`src/rtl/chop_pkg.sv`:
```
// Package: shared drive command type and gate decode for the chopper.
// Assumes gate vector order {hi_p, lo_p, hi_n, lo_n}.
package chop_pkg;

    typedef enum logic [1:0] {
        DM_OFF    = 2'd0,
        DM_CHARGE = 2'd1,
        DM_SLOW   = 2'd2,
        DM_FAST   = 2'd3
    } drive_mode_e;

    typedef struct packed {
        logic        rev;
        drive_mode_e mode;
    } drive_cmd_t;

    // Map a drive command to the four gate enables.
    function automatic logic [3:0] gates_of(input drive_cmd_t c);
        logic [3:0] g;
        unique case (c.mode)
            DM_CHARGE: g = c.rev ? 4'b0110 : 4'b1001;
            DM_FAST:   g = c.rev ? 4'b1001 : 4'b0110;
            DM_SLOW:   g = 4'b0101;
            default:   g = 4'b0000;
        endcase
        return g;
    endfunction

endpackage

```
`src/rtl/chop_timebase.sv`:
```
// Module: chop_timebase
// Divides the master clock into sub-period ticks and groups them into
// chopping periods. Flags the first cycle of each period and the
// fast-decay window (the last FAST_TICKS sub-periods).
// Assumes TICK_DIV >= 2 and 1 <= FAST_TICKS < TICKS_PER_PERIOD.
module chop_timebase #(
    parameter int TICK_DIV         = 20,
    parameter int TICKS_PER_PERIOD = 5,
    parameter int FAST_TICKS       = 2
) (
    input  logic clk,
    input  logic rst_n,
    output logic period_start,
    output logic fast_zone
);
    localparam int TW = (TICK_DIV > 1) ? $clog2(TICK_DIV) : 1;
    localparam int SW = (TICKS_PER_PERIOD > 1) ? $clog2(TICKS_PER_PERIOD) : 1;
    localparam logic [TW-1:0] TICK_LAST = TW'(TICK_DIV - 1);
    localparam logic [SW-1:0] SUB_LAST  = SW'(TICKS_PER_PERIOD - 1);
    localparam logic [SW-1:0] SUB_FAST  = SW'(TICKS_PER_PERIOD - FAST_TICKS);

    logic [TW-1:0] tick_q;
    logic [SW-1:0] sub_q;

    // Advance the tick divider and the sub-period index.
    always_ff @(posedge clk) begin
        if (!rst_n) begin
            tick_q <= '0;
            sub_q  <= '0;
        end else if (tick_q == TICK_LAST) begin
            tick_q <= '0;
            sub_q  <= (sub_q == SUB_LAST) ? '0 : sub_q + SW'(1);
        end else begin
            tick_q <= tick_q + TW'(1);
        end
    end

    assign period_start = (tick_q == '0) && (sub_q == '0);
    assign fast_zone    = (sub_q >= SUB_FAST);

    p_period_wrap_r1: assert property (@(posedge clk) disable iff (!rst_n)
        (tick_q == TICK_LAST && sub_q == SUB_LAST) |=> period_start);
    p_sub_range_r1: assert property (@(posedge clk) disable iff (!rst_n)
        (sub_q <= SUB_LAST) && (tick_q <= TICK_LAST));
    p_fast_entry_r1: assert property (@(posedge clk) disable iff (!rst_n)
        (!fast_zone && !period_start) |=> (!fast_zone || $past(tick_q) == TICK_LAST));

endmodule

```
`src/rtl/chop_mode_fsm.sv`:
```
// Module: chop_mode_fsm
// Chooses the requested bridge mode every cycle: charge at period start,
// slow decay once the comparator fires after the minimum sensing charge,
// fast decay inside the fast window, off when disabled. Direction is
// latched at period start. Assumes at_target is already synchronous.
module chop_mode_fsm
    import chop_pkg::*;
#(
    parameter int DEAD_CYC  = 15,
    parameter int SENSE_CYC = 8
) (
    input  logic       clk,
    input  logic       rst_n,
    input  logic       period_start,
    input  logic       fast_zone,
    input  logic       enable,
    input  logic       dir,
    input  logic       cur_zero,
    input  logic       at_target,
    output drive_cmd_t cmd
);
    localparam int AGE_LIM = DEAD_CYC + SENSE_CYC - 1;
    localparam int AW      = $clog2(AGE_LIM + 1) + 1;

    drive_cmd_t    cmd_q, cmd_d;
    logic [AW-1:0] age_q;
    logic          sense_done;

    assign sense_done = (age_q >= AW'(AGE_LIM));

    // Next requested mode from timebase, enables and comparator.
    always_comb begin
        cmd_d = cmd_q;
        if (!enable || cur_zero) begin
            cmd_d.mode = DM_OFF;
        end else if (period_start) begin
            cmd_d.mode = DM_CHARGE;
            cmd_d.rev  = dir;
        end else if (cmd_q.mode == DM_OFF) begin
            cmd_d.mode = DM_OFF;
        end else if (fast_zone) begin
            cmd_d.mode = DM_FAST;
        end else if (cmd_q.mode == DM_CHARGE && sense_done && at_target) begin
            cmd_d.mode = DM_SLOW;
        end
    end

    // Register the requested mode.
    always_ff @(posedge clk) begin
        if (!rst_n) cmd_q <= '{rev: 1'b0, mode: DM_OFF};
        else        cmd_q <= cmd_d;
    end

    // Count cycles spent in charge since the period began.
    always_ff @(posedge clk) begin
        if (!rst_n || period_start)
            age_q <= '0;
        else if (cmd_q.mode == DM_CHARGE && !sense_done)
            age_q <= age_q + AW'(1);
    end

    assign cmd = cmd_q;

    p_start_charge_r2: assert property (@(posedge clk) disable iff (!rst_n)
        (period_start && enable && !cur_zero) |=> (cmd_q.mode == DM_CHARGE));
    p_fast_window_r4: assert property (@(posedge clk) disable iff (!rst_n)
        (fast_zone && !period_start && enable && !cur_zero && cmd_q.mode != DM_OFF)
        |=> (cmd_q.mode == DM_FAST));
    p_sense_min_r5: assert property (@(posedge clk) disable iff (!rst_n)
        (cmd_q.mode == DM_CHARGE && !sense_done) |=> (cmd_q.mode != DM_SLOW));
    p_no_late_start_r7: assert property (@(posedge clk) disable iff (!rst_n)
        (cmd_q.mode == DM_OFF && !period_start) |=> (cmd_q.mode == DM_OFF));
    p_kill_r8: assert property (@(posedge clk) disable iff (!rst_n)
        (!enable || cur_zero) |=> (cmd_q.mode == DM_OFF));
    p_dir_latch_r9: assert property (@(posedge clk) disable iff (!rst_n)
        !period_start |=> $stable(cmd_q.rev));

endmodule

```
`src/rtl/chop_deadband.sv`:
```
// Module: chop_deadband
// Applies the requested drive command to the gates, holding all four
// gates low for DEAD_CYC cycles whenever the request differs from the
// applied command. Assumes DEAD_CYC >= 1.
module chop_deadband
    import chop_pkg::*;
#(
    parameter int DEAD_CYC = 15
) (
    input  logic       clk,
    input  logic       rst_n,
    input  drive_cmd_t req,
    output logic [3:0] gates
);
    localparam int CW = (DEAD_CYC > 1) ? $clog2(DEAD_CYC) : 1;
    localparam logic [CW-1:0] DT_LAST = CW'(DEAD_CYC - 1);

    drive_cmd_t    applied_q;
    logic [CW-1:0] dt_q;
    logic          busy;

    assign busy = (req != applied_q);

    // Count out the dead interval, then adopt the requested command.
    always_ff @(posedge clk) begin
        if (!rst_n) begin
            applied_q <= '{rev: 1'b0, mode: DM_OFF};
            dt_q      <= '0;
        end else if (busy) begin
            if (dt_q == DT_LAST) begin
                applied_q <= req;
                dt_q      <= '0;
            end else begin
                dt_q <= dt_q + CW'(1);
            end
        end else begin
            dt_q <= '0;
        end
    end

    assign gates = busy ? 4'b0000 : gates_of(applied_q);

    p_dead_gap_r6: assert property (@(posedge clk) disable iff (!rst_n)
        (gates != 4'b0000 && $past(gates) != 4'b0000) |-> (gates == $past(gates)));
    p_leg_safe_r6: assert property (@(posedge clk) disable iff (!rst_n)
        !(gates[3] && gates[2]) && !(gates[1] && gates[0]));

endmodule

```
`src/rtl/chop_ctrl.sv`:
```
// Module: chop_ctrl (top)
// Fixed-frequency mixed-decay current chopper for one H-bridge:
// timebase, mode selection and dead-time insertion. Assumes the
// comparator input is synchronous to clk.
module chop_ctrl
    import chop_pkg::*;
#(
    parameter int TICK_DIV         = 20,
    parameter int TICKS_PER_PERIOD = 5,
    parameter int FAST_TICKS       = 2,
    parameter int DEAD_CYC         = 15,
    parameter int SENSE_CYC        = 8
) (
    input  logic clk,
    input  logic rst_n,
    input  logic enable,
    input  logic dir,
    input  logic cur_zero,
    input  logic at_target,
    output logic hi_p,
    output logic lo_p,
    output logic hi_n,
    output logic lo_n
);
    logic       period_start;
    logic       fast_zone;
    drive_cmd_t req;
    logic [3:0] gates;

    chop_timebase #(
        .TICK_DIV        (TICK_DIV),
        .TICKS_PER_PERIOD(TICKS_PER_PERIOD),
        .FAST_TICKS      (FAST_TICKS)
    ) i_timebase (
        .clk         (clk),
        .rst_n       (rst_n),
        .period_start(period_start),
        .fast_zone   (fast_zone)
    );

    chop_mode_fsm #(
        .DEAD_CYC (DEAD_CYC),
        .SENSE_CYC(SENSE_CYC)
    ) i_mode (
        .clk         (clk),
        .rst_n       (rst_n),
        .period_start(period_start),
        .fast_zone   (fast_zone),
        .enable      (enable),
        .dir         (dir),
        .cur_zero    (cur_zero),
        .at_target   (at_target),
        .cmd         (req)
    );

    chop_deadband #(
        .DEAD_CYC(DEAD_CYC)
    ) i_dead (
        .clk  (clk),
        .rst_n(rst_n),
        .req  (req),
        .gates(gates)
    );

    assign {hi_p, lo_p, hi_n, lo_n} = gates;

endmodule

```
`config.mk`:
```
export PLATFORM = sky130hd
export DESIGN_NAME = chop_ctrl
export DESIGN_NICKNAME = d
export VERILOG_FILES = /design/src/rtl/chop_pkg.sv /design/src/rtl/chop_timebase.sv /design/src/rtl/chop_mode_fsm.sv /design/src/rtl/chop_deadband.sv /design/src/rtl/chop_ctrl.sv
export SDC_FILE = /design/constraint.sdc
export NUM_CORES = 1
export LEC_CHECK = 0
export ABC_AREA = 1
export BUFFER_PORTS_ARGS = -buffer_cell sky130_fd_sc_hd__buf_2
export CORE_MARGIN = 1.5
export CORE_UTILIZATION = 40
export CTS_CLUSTER_DIAMETER = 40
export CTS_CLUSTER_SIZE = 20
export DETAILED_ROUTE_END_ITERATION = 10
export PLACE_DENSITY_LB_ADDON = 0.12
export SKIP_LAST_GASP = 1
export SLEW_MARGIN = 5
export SYNTH_ARGS = -nofsm -noshare
export SYNTH_HDL_FRONTEND = slang
export SYNTH_HIERARCHICAL = 1
export SYNTH_SLANG_ARGS = --single-unit
```
`constraint.sdc`:
```
create_clock -name clk -period 3 [get_ports clk]
set_input_delay 0.15 -clock clk [delete_from_list [all_inputs] [get_ports clk]]
set_output_delay 0.15 -clock clk [all_outputs]
set_load 0.05 [all_outputs]
```
==> flow_summary.toml, run 1 <==
[setup_path]
r2r_start = "i_timebase/sub_q[0]$_SDFFE_PN0N_"
slowest_delay_ns = 0.46
critPathRequiredTime_ns = 2.85
critPathSlowestCell = "dfxtp_1"
reg2reg_depth = 7
r2r_slack_ns = 1.51
critical_path_class = "flip-flop to output port"
path_cells = "xnor2_1, nand3_2, nor3b_1, buf_2"
cp_max_fo = 7
critPathLaunch = "i_mode/cmd[1]$_SDFFE_PP0P_"
startpoint_type = "flip-flop"
cp-end-kind = "output port"
critPathArrivalTime_ns = 1.59
endpoint = "lo_n"
r2r_end = "i_mode/age_q[2]$_SDFFE_PP0P_"

[yosys]
ys.flop_type = "dfxtp_1"
yosys_warnings = 6
synthDistinctLibCells = 26
syn_inst = 201
synth_area_sq_um = 1381
synth_top_area_share_pct = 34.78
synth_edf_count = 0
synth-seq-cells = 24
synth_commonest_cells = "nand2_1 (46), inv_1 (32), nor2_1 (30)"
synth.area.top_cells = "dfxtp_1 (35%), nand2_1 (13%), inv_1 (8.7%)"
synth_fp_nets = 216
synth_most_common_cell = "nand2_1"
ys_seq_area_share_pct = 34.78
yosys.area.top_type = "dfxtp_1"
syn_avg_cell_area_sq_um = 6.872
synth_async_sr_flop_share_pct = 0

[finish]
drive_gt1_share_pct = 14.55
insertedDiodeCount = 0
n_fill_cell = 370
syn_to_final_growth_pct = 9.239
fin_nets = 229

[sta]
slew_violations = 0
worst_slew_pin_slew_ns = 0.4572
hold_viol_final = 0
period_needed_ns = 1.736
setup_viol = 0
fin_skew_ns = 0.0009603
holdWs_ns = 0.1042
period_share_pct = 57.85
max_freq_ghz = 0.5762
max_slew_margin_pct = 69.28
rsz0062_at_grt = "no"
setup_tns_ns = 0

[global_route]
grt_max_degree = 14
grt_pass1_vias = 1053
busiest_layer = "met2"
grt_util_all_layers_pct = 14.64
use_met2_pct = 25.11
antenna_found_initial = 0
use_met3_pct = 3.727
overflow = 0
grt_pass1_wl_microns = 4257
use_met1_pct = 18.65

[min_path]
hold_class = "input pin to flip-flop"

[clock_tree]
cts_hold_buf = 0
cts_max_level = 1
cts_root_buf = "clkbuf_4"
cts_made_buffers = 3
ctsLongestPathBuffers = 2
cts_setup_buffers = 0
cts.sinks = 24
clk_latency_ns = 0.31
cts_tree = "built"
ctsResizeCount = 0
clk_pin_slew_worst_paths_ns = 0.13

[status]
outcome = "complete, no violations"

[route]
drc_errors = 0
drt-pass1-iter-count = 4
via_count = 1191
post_drt_via_cell_ratio = 4.598
dr.first_iter.drc_count = 49
wl_microns = 2510
wl_per_cell_microns = 9.691
drtAntennaViolNets = 0

[placed_design]
hpwl_microns = 1983
io_buffer_count = 9
routabilityCongestion = 0.8022

[floorplan]
coreArea_sq_um = 3337
io_pins = 10
die_w_microns = 61.77
start_util_pct = 41.39
die_area_sq_um = 3815
rows = 21
die_h_microns = 61.77

[power_and_ir_drop]
p_leak_nw = 0.6829
pwr_density_cell_nw_per_um2 = 362.6
peakVddDrop_uv = 211.1

[job]
max_cap_violations = 0
critical path: cells and delay by family, from the launching register on:
kind / cells / cell delay [ns]
flip-flops: 1 / 0.46
AND/OR/NAND/NOR: 2 / 0.37
buffers and inverters: 1 / 0.29
XOR/XNOR: 1 / 0.16
kinds of logic after synthesis:
kind of cell             after synthesis  synth area share (%)
flip-flops                            24                 34.78
AO/OA/AOI/OAI                         15                 6.431
adder cells (fa/ha/maj)                9                 8.152
buffers and inverters                 38                 10.87
XOR/XNOR                               3                 1.903
AND/OR/NAND/NOR                      112                 37.86
how the worst min path moves through the flow:
| stage | from | end | slack (ns) | cells after the start |
|---|---|---|---|---|
| floorplan | rst_n | i_timebase/sub_q[1]$_SDFFE_PN0N_ | 0.27 | 2 |
| global placement | dir | i_mode/cmd[2]$_SDFFE_PN0P_ | 0.43 | 3 |
| detailed placement | dir | i_mode/cmd[2]$_SDFFE_PN0P_ | 0.44 | 3 |
| CTS | dir | i_mode/cmd[2]$_SDFFE_PN0P_ | 0.08 | 3 |
| global route | dir | i_mode/cmd[2]$_SDFFE_PN0P_ | 0.12 | 3 |
| finish | dir | i_mode/cmd[2]$_SDFFE_PN0P_ | 0.10 | 3 |
sequential cells by signal, summed over array words and instances (netlist names):
name	cells
i_dead/applied_q	3
i_dead/dt_q	4
i_mode/age_q	6
i_mode/cmd	3
i_timebase/sub_q	3
i_timebase/tick_q	5
area by class of cell:
cell class | instances | area [sq um] | share of cell area (%)
Clock buffer | 4 | 36.28 | 2.405
Inverter | 37 | 138.9 | 9.204
Multi-Input combinational cell | 139 | 750.7 | 49.75
Sequential cell | 24 | 480.5 | 31.84
Tap cell | 46 | 57.56 | 3.814
Timing Repair Buffer | 9 | 45.04 | 2.985
per-stage QoR:
| stage | worst slack [ns] | instance area (sq um) | power, W | cells | util, % |
|---|---|---|---|---|---|
| 5_1_grt | 1.096 | 1509 | 0.0005752 | 259 | 45.22 |
| 3_5_place_dp | 1.510 | 1473 | 0.0003867 | 255 | 44.13 |
| 6_report | 1.264 | 1509 | 0.0005472 | 259 | 45.22 |
| 3_3_place_gp | 1.595 | 1473 | 0.0003846 | 255 | 44.13 |
| 4_1_cts | 1.238 | 1509 | 0.0005578 | 259 | 45.22 |
| 2_1_floorplan | 0.9757 | 1381 | 0.0003725 | 201 | - |
power by group:
group / total [W] / leakage (nW) / switching [W] / internal [W]
Clock: 0.000168 / 0.0210 / 0.0000939 / 0.0000741
Combinational: 0.0000478 / 0.468 / 0.0000310 / 0.0000168
Sequential: 0.000331 / 0.194 / 0.00000686 / 0.000325
Total: 0.000547 / 0.683 / 0.000132 / 0.000415
per-layer routing:
metal | wire (microns) | vias up
li1 | - | 652
met1 | 1194 | 525
met2 | 1231 | 12
met3 | 67 | 2
met4 | 16 | 0
met5 | 0 | -
placed cells by master, fill, tap and decap left out, types with 4 or more instances in the layout:
master / netlist / routed
nand3_1: 13 / 13
nor2_2: 4 / 4
buf_2: 0 / 9
ha_1: 9 / 9
nand4_1: 8 / 8
nand2_1: 46 / 46
nor2_1: 30 / 30
a21oi_1: 7 / 7
dfxtp_1: 24 / 24
inv_1: 32 / 32
inv_2: 4 / 4
Power figures use the tool's default switching activity.
==> run 2: changes to the inputs <==
clock period = 1.5 ns   (was 3 ns; I/O delays follow)
==> run 2 against run 1 <==
  * Hold slack got worse by 0.090 ns
  * Sequential share of layout area shrank 1.2 points
  * Non-clock buffer count is 5 higher
  * Design area up 6.8%
  * Worst setup slack got worse by 1.2 ns
  * Global-route usage grew 0.51 points
  * Clock-buffer cell count is 1 lower
  * Sequential power is 99% higher
  * Clock power rose to 2.8 times the previous value
==> flow_summary.toml, run 2 (synthesis results as in run 1) <==
[global_route]
grt_pass1_vias = 1042
grt_max_degree = 15
grt_util_all_layers_pct = 15.15
grt_pass1_wl_microns = 4319
overflow = 0
antenna_found_initial = 0

[sta]
period_needed_ns = 1.474
max_slew_margin_pct = 80.23
period_share_pct = 98.28
worst_slew_pin_slew_ns = 0.2934
max_freq_ghz = 0.6783
holdWs_ns = 0.01378
rsz0062_at_grt = "yes"
fin_skew_ns = 0.004780
setup_tns_ns = 0
slew_violations = 0
setup_viol = 0
hold_viol_final = 0

[placed_design]
io_buffer_count = 9
hpwl_microns = 1982
routabilityCongestion = 0.7563
placedInstanceArea_sq_um = 1500

[finish]
final_area_sq_um = 1612
drive_gt1_share_pct = 21.56
regMostFlops = "i_mode/age_q"
reg.largest.list = "i_mode/age_q x6, i_timebase/tick_q x5, i_dead/dt_q x4"
final_cell_mix = "nand2_1 (46), nor2_1 (30), inv_1 (29)"
largest_reg_flops = 6
fin_nets = 234
final_common_cell = "nand2_1"
syn_to_final_growth_pct = 16.67
n_fill_cell = 365
insertedDiodeCount = 0

[route]
wl_per_cell_microns = 9.648
via_count = 1246
drc_errors = 0
post_drt_via_cell_ratio = 4.720
wl_microns = 2547
drt-pass1-iter-count = 4
dr.first_iter.drc_count = 73
drtAntennaViolNets = 0

[clock_tree]
clk_pin_slew_worst_paths_ns = 0.14
clk_latency_ns = 0.31
cts_tree = "built"
ctsLongestPathBuffers = 2
cts.sinks = 24
cts_max_level = 1
cts_root_buf = "clkbuf_4"
cts_made_buffers = 3

[min_path]
min_delay_worst_endpoint = "i_mode/cmd[2]$_SDFFE_PN0P_"
hold_class = "input pin to flip-flop"
holdPathStages = 3
min_from = "dir"

[floorplan]
io_pins = 10
start_util_pct = 41.39
die_area_sq_um = 3815
die_h_microns = 61.77
coreArea_sq_um = 3337
die_w_microns = 61.77
rows = 21

[setup_path]
startpoint_type = "flip-flop"
critPathArrivalTime_ns = 1.40
cp-end-kind = "output port"
r2r_start = "i_mode/age_q[0]$_SDFFE_PP0P_"
cp_max_fo = 5
r2r_end = "i_mode/cmd[0]$_SDFFE_PP0P_"
reg2reg_depth = 9
critPathRequiredTime_ns = 1.42
r2r_slack_ns = 0.16
critical_path_class = "flip-flop to output port"

[power_and_ir_drop]
peakVddDrop_uv = 385.9
pwr_density_cell_nw_per_um2 = 767.0
p_leak_nw = 0.7289

[status]
outcome = "complete, no violations"

[job]
max_cap_violations = 0
-- run 2: changes by cell type in the layout (fill, tap and decap cells not counted), sizes merged --
cell    previous run  this run
buf                9        14
bufinv             0         1
clkbuf             4         3
-- run 2: worst max-delay path by stage --
stage | from | endpoint | slack, ns | cells after the start
after global placement | i_timebase/sub_q[0]$_SDFFE_PN0N_ | i_mode/cmd[2]$_SDFFE_PN0P_ | 0.18 | 7
after detailed placement | i_timebase/sub_q[0]$_SDFFE_PN0N_ | i_mode/cmd[2]$_SDFFE_PN0P_ | 0.15 | 7
after global routing | i_dead/applied_q[1]$_SDFFE_PN0P_ | lo_p | -0.09 | 5
after CTS | i_dead/applied_q[0]$_SDFFE_PN0P_ | lo_p | 0.005 | 6
after floorplan | i_mode/cmd[1]$_SDFFE_PP0P_ | hi_p | 0.04 | 3
final | i_dead/applied_q[1]$_SDFFE_PN0P_ | lo_p | 0.03 | 5
-- run 2: final cells by class --
cell class / instances / area [sq um] / area share [%]
Timing Repair Buffer: 14 / 100.1 / 6.211
Multi-Input combinational cell: 139 / 768.2 / 47.67
Clock inverter: 1 / 30.03 / 1.863
Sequential cell: 24 / 494.2 / 30.67
Clock buffer: 3 / 22.52 / 1.398
Tap cell: 46 / 57.56 / 3.571
Inverter: 37 / 138.9 / 8.618
-- run 2: metrics by stage --
stage	total power, W	instances	worst slack, ns	util [%]
floorplan	0.0007454	201	0.03640	-
global placement	0.0007761	258	0.1767	44.96
detailed placement	0.0007796	258	0.1494	44.96
CTS	0.001261	263	0.004891	47.36
global route	0.001299	264	-0.08518	48.29
finish	0.001236	264	0.02574	48.29
-- run 2: critical path: stages, from the launching register on --
cell,delay [ns]
dfxtp_4,0.39
xnor2_2,0.14
nand3_2,0.15
nor2_1,0.11
and2_1,0.14
buf_6,0.16
-- run 2: routing by layer --
layer  wire length (microns)  GRT usage (%)
met1                    1222          19.62
met2                    1235          24.96
met3                      67          3.106
met4                      22          5.471
met5                       0              0
-- run 2: report_power, final --
group | total [W] | switching, W | leakage, nW | internal, W
sequential | 0.000658 | 0.0000132 | 0.198 | 0.000645
combinational | 0.000109 | 0.0000657 | 0.503 | 0.0000429
clock | 0.000469 | 0.000199 | 0.0279 | 0.000270
-- run 2: what timing repair did --
item | in CTS | in global routing
setup endpoints to repair | 4 | 6
pin swaps | 1 | 5
hold buffers | 0 | 0
hold endpoints to repair | 0 | 0
resized for setup | 7 | 15
buffers inserted | 1 | 1
